## config.mk

```make
export PLATFORM = sky130hd
export DESIGN_NAME = scanline_gen
export DESIGN_NICKNAME = d
export VERILOG_FILES = /design/src/rtl/scanline_pkg.sv /design/src/rtl/scan_stepper.sv /design/src/rtl/frame_regs.sv /design/src/rtl/line_mapper.sv /design/src/rtl/scanline_gen.sv
export SDC_FILE = /design/constraint.sdc
export NUM_CORES = 1
export LEC_CHECK = 0
export ABC_CLOCK_PERIOD_IN_PS = 3800
export BUFFER_PORTS_ARGS = -buffer_cell sky130_fd_sc_hd__buf_2
export CORE_AREA = 8 8 86 50
export CTS_CLUSTER_DIAMETER = 30
export DETAILED_ROUTE_END_ITERATION = 7
export DIE_AREA = 0 0 94 58
export PLACE_DENSITY = 0.86
export SLEW_MARGIN = 20
export SYNTH_ARGS = -nofsm -noshare
export SYNTH_HDL_FRONTEND = slang
export SYNTH_SLANG_ARGS = --single-unit
```

## constraint.sdc

```tcl
create_clock -name clk -period 3.8 [get_ports clk]
set_input_delay 0.76 -clock clk [delete_from_list [all_inputs] [get_ports clk]]
set_output_delay 0.76 -clock clk [all_outputs]
set_load 0.02 [all_outputs]
```

## src/rtl/scanline_pkg.sv

```systemverilog
package scanline_pkg;
  // (a + b) mod n for a, b already below n
  function automatic int wrap_add(input int a, input int b, input int n);
    int s;
    s = a + b;
    return (s >= n) ? s - n : s;
  endfunction
endpackage

```

## src/rtl/scan_stepper.sv

```systemverilog
module scan_stepper #(
  parameter int LINES = 65,
  parameter int LW    = $clog2(LINES)
) (
  input  logic          clk,
  input  logic          rst_n,
  input  logic          ready,
  output logic          valid,
  output logic [LW-1:0] step,
  output logic          boundary
);
  localparam logic [LW-1:0] LAST = LW'(LINES - 1);

  logic adv;
  assign adv      = valid & ready;
  assign boundary = adv & (step == LAST);

  always_ff @(posedge clk) begin
    if (!rst_n) begin
      valid <= 1'b0;
      step  <= '0;
    end else begin
      valid <= 1'b1;
      if (adv) step <= (step == LAST) ? '0 : step + 1'b1;
    end
  end
endmodule

```

## src/rtl/frame_regs.sv

```systemverilog
module frame_regs #(
  parameter int LINES = 65,
  parameter int LW    = $clog2(LINES)
) (
  input  logic          clk,
  input  logic          rst_n,
  input  logic          wr,
  input  logic [LW-1:0] wr_val,
  input  logic          rev_in,
  input  logic          boundary,
  output logic [LW-1:0] act_start,
  output logic          act_rev
);
  logic [LW-1:0] pend_start;
  logic          wr_ok;

  assign wr_ok = wr && (int'(wr_val) < LINES);

  always_ff @(posedge clk) begin
    if (!rst_n) begin
      pend_start <= '0;
      act_start  <= '0;
      act_rev    <= 1'b0;
    end else begin
      if (wr_ok) pend_start <= wr_val;
      if (boundary) begin
        act_start <= wr_ok ? wr_val : pend_start;
        act_rev   <= rev_in;
      end
    end
  end
endmodule

```

## src/rtl/line_mapper.sv

```systemverilog
module line_mapper
  import scanline_pkg::*;
#(
  parameter int LINES = 65,
  parameter int LW    = $clog2(LINES)
) (
  input  logic [LW-1:0] step,
  input  logic [LW-1:0] start,
  input  logic          rev,
  output logic [LW-1:0] com,
  output logic [LW-1:0] line,
  output logic [LW-4:0] page,
  output logic [2:0]    bitsel
);
  always_comb begin
    line = LW'(wrap_add(int'(start), int'(step), LINES));
    com  = rev ? LW'(LINES - 1 - int'(step)) : step;
  end

  assign page   = line[LW-1:3];
  assign bitsel = line[2:0];
endmodule

```

## src/rtl/scanline_gen.sv

```systemverilog
module scanline_gen #(
  parameter int LINES = 65,
  parameter int LW    = $clog2(LINES)
) (
  input  logic          clk,
  input  logic          rst_n,
  input  logic          start_wr,
  input  logic [LW-1:0] start_line,
  input  logic          com_reverse,
  output logic          out_valid,
  input  logic          out_ready,
  output logic [LW-1:0] com_idx,
  output logic [LW-1:0] ram_line,
  output logic [LW-4:0] ram_page,
  output logic [2:0]    ram_bit,
  output logic          frame_first
);
  logic [LW-1:0] step;
  logic [LW-1:0] act_start;
  logic          act_rev;
  logic          boundary;

  scan_stepper #(.LINES(LINES), .LW(LW)) u_step (
    .clk(clk), .rst_n(rst_n), .ready(out_ready),
    .valid(out_valid), .step(step), .boundary(boundary)
  );

  frame_regs #(.LINES(LINES), .LW(LW)) u_regs (
    .clk(clk), .rst_n(rst_n), .wr(start_wr), .wr_val(start_line),
    .rev_in(com_reverse), .boundary(boundary),
    .act_start(act_start), .act_rev(act_rev)
  );

  line_mapper #(.LINES(LINES), .LW(LW)) u_map (
    .step(step), .start(act_start), .rev(act_rev),
    .com(com_idx), .line(ram_line), .page(ram_page), .bitsel(ram_bit)
  );

  assign frame_first = out_valid && (step == '0);
endmodule

```

Yosys cells after proc, flatten, opt, wreduce, memory -nomap -nowiden
Cells that the tools add are included.
Storage, ports and cells
  bits in registers: 23
  input port bits: 12
  output and inout bits: 23
  logic and storage cells: 22
Cells by class
  add/sub/neg operators: 4
  magnitude comparators: 2
  equality and inequality tests: 1
  muxes and demuxes: 5
  bitwise logic cells: 2
  reduce and logical (&&, ||, !) cells: 3
Operator list (number)
  $mux W7: 4
  $add A7 B7 Y8: 1
  $ge A8 B7 Y1 const B: 1
  $add A7 B1 Y7 const B: 1
  $eq A7 B7 Y1 const B: 1
  $logic_not A7 Y1: 1
  $lt A7 B7 Y1 const B: 1
  $sub A7 B7 Y7 const A: 1
  $sub A7 B7 Y7 const B: 1
  $and A1 B1 Y1: 2
  $logic_and A1 B1 Y1: 2
  $mux W1: 1

Longest topological paths before layout
Gate-level depths: netlist of run 1.
  depth after elaboration: 3
  mapped depth: 12
  mapped depth without buffers: 11

Cells and area by module
A second synthesis of run 1 with hierarchy kept.
Second synthesis, totals
  cells, all modules: 194
  area, all modules: 1684.1 um^2
By module, submodules not included
  line_mapper: instances 1, cells an instance 90, area an instance 685.7 um^2
  frame_regs: instances 1, cells an instance 58, area an instance 606.8 um^2
  scan_stepper: instances 1, cells an instance 43, area an instance 371.6 um^2
  scanline_gen: instances 1, cells an instance 3, area an instance 20.0 um^2

Worst setup path after synthesis of run 1
No wires, ideal clock.
  kind: reg2out
  from: reg u_step.step[0]
  to: out ram_line[0]
  arrival: 3.035 ns
  setup slack: 0.005 ns
  stages on the path, launching flop included: 12
  cell sequence: dfxtp_1 > ha_1 > fa_1 > inv_1 > ha_1 > or2b_1 > a2111oi_2 > nor2_1 > a211oi_2 > o211ai_2 > xnor2_1 > buf_4
Between the ends
  word-level cells in the longest chain between the ends: 3
  elaborated cells between the ends (all ways): 4
  classes of those cells: add/sub: 2; order compare: 1; mux: 1
Ends and longest elaborated chain
  from (decl): line scan_stepper.sv:9  | output logic [LW-1:0] step,
  from (signal assigned): line scan_stepper.sv:24  | if (adv) step <= (step == LAST) ? '0 : step + 1'b1;
  $add A7 B7 Y8 *: line scanline_pkg.sv:5  | s = a + b;
  $sub A7 B7 Y7 or $ge A8 B7 Y1 (tied branches): line scanline_pkg.sv:6  | return (s >= n) ? s - n : s;
  $mux W7 *: line scanline_pkg.sv:6
  to (decl): line scanline_gen.sv:13  | output logic [LW-1:0] ram_line,
Every way passes the cells marked *; elsewhere a longest branch is shown, timed or not.

Worst setup path after layout of run 1
  from: reg u_step.step[0]
  to: out ram_line[4]
Same word-level chain as after synthesis.

==> results.yml, run 1 <==
finish:
  drive_gt1_frac: 0.352
  synthToLayoutAreaGrowth_pct: 25.7
  final_cells: 255
  nNetsFinal: 238
  diodes: 0
  postLayoutCellArea_um2: 1980
run_status:
  status: "finished with violations"
  violations: "setup timing"
cts:
  clk_pin_slew_worst_paths_ns: 0.08
  clkLatencyLatePin_ns: 0.26
  clk_path_buf_depth: 2
  clock_sinks: 23
  clockRootBuffer: "clkbuf_8"
  numCtsBuffers: 3
  cts_tree: "done"
  htreeDepth: 1
place:
  dpl.cell_count: 245
  gp_congestion: 0.804
  io_buffers: 34
  postPlaceCellArea_um2: 1730
  hpwl_um: 2820
synth:
  synthFlopType: "dfxtp_1"
  synth_top_area_cell: "dfxtp_1"
  syn_area_um2: 1580
  synth.most_common_cell: "dfxtp_1"
  synth.yosys.seq_area_share: 0.292
  yosys.area_share.adder: 0.100
  async_reset_ff_frac: 0
  synth_top_family_by_area: "simple AND/OR/NAND/NOR gates"
  syn_avg_cell_area_um2: 8.71
  synth.net_count: 205
  synth_edf_count: 0
  synth.mux.area_fraction: 0.0444
  synthSimpleGateAreaFrac: 0.233
  synthCells: 181
  synth_compound_area_frac: 0.155
  yosysTopAreaCellShare: 0.292
  synth_common_cells: "dfxtp_1 (23), nand2_1 (15), nor2_1 (14), xnor2_1 (14), ha_1 (11)"
  synthTopCellsByArea: "dfxtp_1 (29%), ha_1 (8.7%), xnor2_1 (7.8%)"
  yosys_register_bits: 23
  synthDistinctLibCells: 45
  ys_warn_count: 0
  synth_xor_area_frac: 0.106
global_routing:
  grt_pass1_vias: 1371
  grt_max_degree: 17
  grt_pass1_wl_um: 6410
  track_usage: 0.143
  antenna_found_initial: 0
  overflow: 0
route:
  finalWirelength_um: 4000
  wl_per_cell_um: 15.7
  drtIter0Drc: 86
  viasPerCell: 5.43
  routed.top_layer: "met4"
  met2_length_um: 1780
  met1Wirelength_um: 1920
  drc: 0
  firstDrtPassIters: 4
  wl_met3_um: 276
  final_antenna_net_count: 0
  via_count: 1384
critical_path:
  rrSetupSlack_ns: 1.43
  crit_path_max_fanout: 7
  critical_path_class: "flip-flop to primary output"
  cp.arrival_ns: 3.05
  start_kind: "flip-flop"
  required_ns: 3.04
  end_kind: "primary output"
die:
  io_pins: 35
  start_util: 0.500
  die_area_um2: 5450
  core_um2: 3150
  rows: 15
  die-height_um: 58
  die_x_um: 94
sta:
  setup_ws_ns: -0.0133
  finClkSkew_ns: 0.00555
  maxSlewViolCount: 0
  setup_viol: 6
  setup_tns_ns: -0.0375
  rsz0062_at_grt: "true"
  finalHoldViolations: 0
  fin_crit_sh: 1.00
  relSlewSlack: 0.606
  worst_slew_pin_slew_ns: 0.589
  finalCriticalPeriod_ns: 3.81
  fmax_mhz: 262
pwr:
  vdd_drop_max_mv: 0.137
  power.total_w: 0.000478
  powerDensity_nw_per_um2: 241
  cellLeakagePower_nw: 0.980
hold_path:
  hold_class: "flip-flop to flip-flop"
run:
  maxCapViolCount: 0
==> stage by stage <==
stage               setup WS (ns)  hold WS, ns   util
floorplan                 0.00474        0.469      -
global placement            0.188        0.483  0.549
detailed placement          0.123        0.499  0.549
CTS                        0.0158        0.514  0.587
global route               -0.134        0.548  0.629
finish                    -0.0133        0.515  0.629
==> cells by family (layout without fill, tap and decap cells) <==
logic type	count (synthesis)	in the layout
flops	23	23
compound gates	30	30
fa+ha+maj	12	12
xor+xnor	19	19
mux	7	7
simple gates	69	69
buf+inv	21	53
==> power by group <==
group,internal [W],switching (W),leakage [nW]
registers,0.000246,0.00000327,0.187
clock network,0.0000732,0.0000782,0.0255
logic,0.0000353,0.0000423,0.767
total,0.000355,0.000124,0.980
==> worst paths after layout <==
| check | end | depth (start not counted) | startpoint |
|---|---|---|---|
| setup reg to reg | u_regs.act_start[6] | 8 | u_step.step[1] |
| setup / recovery | ram_line[4] | 12 | u_step.step[0] |
| hold reg to reg | u_regs.pend_start[6] | 2 | u_regs.pend_start[6] |
| hold / removal | u_regs.pend_start[6] | 2 | u_regs.pend_start[6] |
==> critical path, stage by stage (launching register included) <==
cell and delay, ns:
dfxtp_2 0.34, ha_4 0.17, fa_2 0.45, inv_2 0.09
ha_4 0.14, or2b_1 0.26, a2111oi_4 0.30, nor2_1 0.10
a211oi_2 0.33, o211ai_4 0.18, o21ai_2 0.12, xnor2_2 0.13
buf_4 0.17
==> cell type report <==
class	count	area [um2]
Clock buffer	3	41.3
Timing Repair Buffer	42	260
Sequential cell	23	463
Inverter	7	26.3
Fill cell	246	1170
Multi-Input combinational cell	137	1130
Clock inverter	1	5.00
Tap cell	42	52.6
==> placed cells by master, fill, tap and decap left out, drive strengths merged, types with 2 or more instances in the layout <==
cell    count
nor4        2
xor2        5
a21o        2
nand3       7
a211oi      4
o211a       6
and4        2
nand2      16
nor2       14
o21ai       6
mux2i       7
inv         7
xnor2      14
dfxtp      23
buf        42
a21oi       5
nor2b       8
ha         11
and3        3
nor3b       3
nand2b      4
or3         2
clkbuf      3
==> routing by layer <==
metal | vias to the layer above | global-route usage
li1 | 686 | -
met1 | 649 | 0.203
met2 | 47 | 0.213
met3 | 2 | 0.0425
met4 | 0 | 0.0134
met5 | - | 0
==> what timing repair did <==
item                       in CTS  in global routing
gates resized for setup        12                 24
buffers inserted                4                  2
setup endpoints to repair      12                 14
hold buffers                    0                  0
pin swaps                      10                 11
==> state kept, by name, indices dropped and copies added, names as in the netlist <==
signal             cells
u_step.valid           1
u_regs.act_start       7
u_step.step            7
u_regs.act_rev         1
u_regs.pend_start      7
No activity file was read; power rests on OpenSTA's default activity.
==> run 2, diff against run 1 <==
Settings changed: SETUP_SLACK_MARGIN from default to 0.4.
==> run 2 against run 1 <==
  * The flow now finishes without violations
  * Global-route usage fell by 0.73 points
  * Final area rose by 4.4%
  * Routed wire length fell by 12%
  * Sequential share of layout area fell by 0.81 points
==> results.yml, run 2 (same netlist as run 1, synthesis figures left out) <==
run_status:
  status: "complete, no violations"
route:
  via_count: 1339
  firstDrtPassIters: 4
  drtIter0Drc: 64
  drc: 0
  wl_per_cell_um: 13.7
  finalWirelength_um: 3530
  viasPerCell: 5.19
  final_antenna_net_count: 0
place:
  pre_cts_slack_ns: 0.227
  io_buffers: 34
  dpl.cell_count: 246
  gp_congestion: 0.837
  hpwl_um: 2860
critical_path:
  start_kind: "flip-flop"
  crit_path_max_fanout: 7
  path_buf_inv: 2
  r2r-start: "u_step.step[0]"
  critPathSlowestCell: "fa_2"
  rr_endpoint: "u_regs.act_start[6]"
  cp_common_cell: "ha_4"
  cp_top_family: "adder cells"
  cpPeakStageDelay_ns: 0.45
  crit_chain: "ha_4 -> fa_2 -> inv_2 -> ha_4 -> or2b_1 -> a2111oi_4 -> nor2_2 -> a211oi_4 -> o211ai_4 -> nand2_2 -> xnor2_2 -> buf_4"
  reg2reg_depth: 8
  critical_path_class: "flip-flop to primary output"
  rrSetupSlack_ns: 1.34
  cp.arrival_ns: 2.88
  required_ns: 3.04
  end_kind: "primary output"
finish:
  nNetsFinal: 241
  mostFrequentLayoutCells: "buf_2 (20), buf_4 (20), dfxtp_1 (20), nor2_1 (13), nand2_1 (13)"
  diodes: 0
  drive_gt1_frac: 0.366
  final_cells: 258
  multi_input_comb_area_um2: 1170
  synthToLayoutAreaGrowth_pct: 31.3
  largest_registers: "u_regs.act_start: 7 flops, u_regs.pend_start: 7 flops, u_step.step: 7 flops"
  regArea_um2: 467
  fillers: 255
cts:
  postCtsHoldBufs: 0
  clock_sinks: 23
  numCtsBuffers: 3
  clkLatencyLatePin_ns: 0.26
  htreeDepth: 1
  clockRootBuffer: "clkbuf_8"
  clk_path_buf_depth: 2
  cts_tree: "done"
  clk_pin_slew_worst_paths_ns: 0.07
die:
  core_um2: 3150
  start_util: 0.500
  io_pins: 35
  die_x_um: 94
  die-height_um: 58
  die_area_um2: 5450
  rows: 15
sta:
  finClkSkew_ns: 0.00214
  relSlewSlack: 0.592
  setup_tns_ns: 0
  finalHoldViolations: 0
  setup_ws_ns: 0.158
  finalCriticalPeriod_ns: 3.64
  maxSlewViolCount: 0
  worst_slew_pin_slew_ns: 0.610
  whs_ns: 0.511
  setup_viol: 0
  fin_crit_sh: 0.959
  rsz0062_at_grt: "true"
  fmax_mhz: 275
global_routing:
  grt_pass1_wl_um: 5980
  grt_max_degree: 17
  overflow: 0
  antenna_found_initial: 0
  track_usage: 0.136
  grt_pass1_vias: 1267
pwr:
  powerDensity_nw_per_um2: 231
  vdd_drop_max_mv: 0.209
  cellLeakagePower_nw: 1.01
hold_path:
  hold_class: "flip-flop to flip-flop"
  hold_path_depth: 2
  hold_start: "u_regs.act_start[6]"
  min_to: "u_regs.act_start[6]"
run:
  maxCapViolCount: 0
-- run 2: timing repair --
action,CTS,global route
pin swaps,3,6
setup endpoints to repair,14,14
resized for setup,23,4
setup buffers,6,2
-- run 2: worst reg2reg max path: stages (launching register included) --
cell      delay [ns]
dfxtp_4         0.36
buf_4           0.15
inv_1           0.09
ha_1            0.20
nand2b_1        0.08
nor4_1          0.38
and4_1          0.61
nand2b_1        0.36
a21oi_1         0.11
-- run 2: per-layer routing --
metal  share of wire  global-route usage  vias to the layer above
li1                -                   -                      693
met1            0.53               0.195                      621
met2            0.42               0.196                       23
met3           0.051              0.0399                        2
met4          0.0048              0.0201                        0
met5               0                   0                        -
-- run 2: layout make-up --
type | instances | share of cell area
clock buffers | 4 | 0.0218
inverters | 7 | 0.0127
well taps | 42 | 0.0254
multi-input cells | 137 | 0.567
flip-flops and latches | 23 | 0.226
repair buffers | 45 | 0.148
-- run 2: worst max path at each step --
stage | start | end | slack, ns | cells past startpoint
floorplan | u_step.step[0] | ram_line[2] | 0.32 | 12
global placement | u_step.step[0] | ram_page[2] | 0.30 | 12
detailed placement | u_step.step[0] | ram_bit[2] | 0.23 | 12
CTS | u_step.step[0] | ram_page[0] | 0.10 | 12
global route | u_step.step[0] | ram_bit[2] | 0.02 | 12
finish | u_step.step[0] | ram_bit[2] | 0.16 | 12
-- run 2: through the flow --
stage	area, um2	utilization	power, W
floorplan	1720	-	0.000305
global placement	1870	0.594	0.000322
detailed placement	1870	0.594	0.000324
CTS	2040	0.646	0.000479
global route	2070	0.656	0.000501
finish	2070	0.656	0.000477
-- run 2: where the power goes --
part | total [W] | switching, W | internal (W)
clock | 0.000147 | 0.0000727 | 0.0000748
combinational | 0.0000799 | 0.0000435 | 0.0000364
sequential | 0.000250 | 0.00000393 | 0.000246
total | 0.000477 | 0.000120 | 0.000357
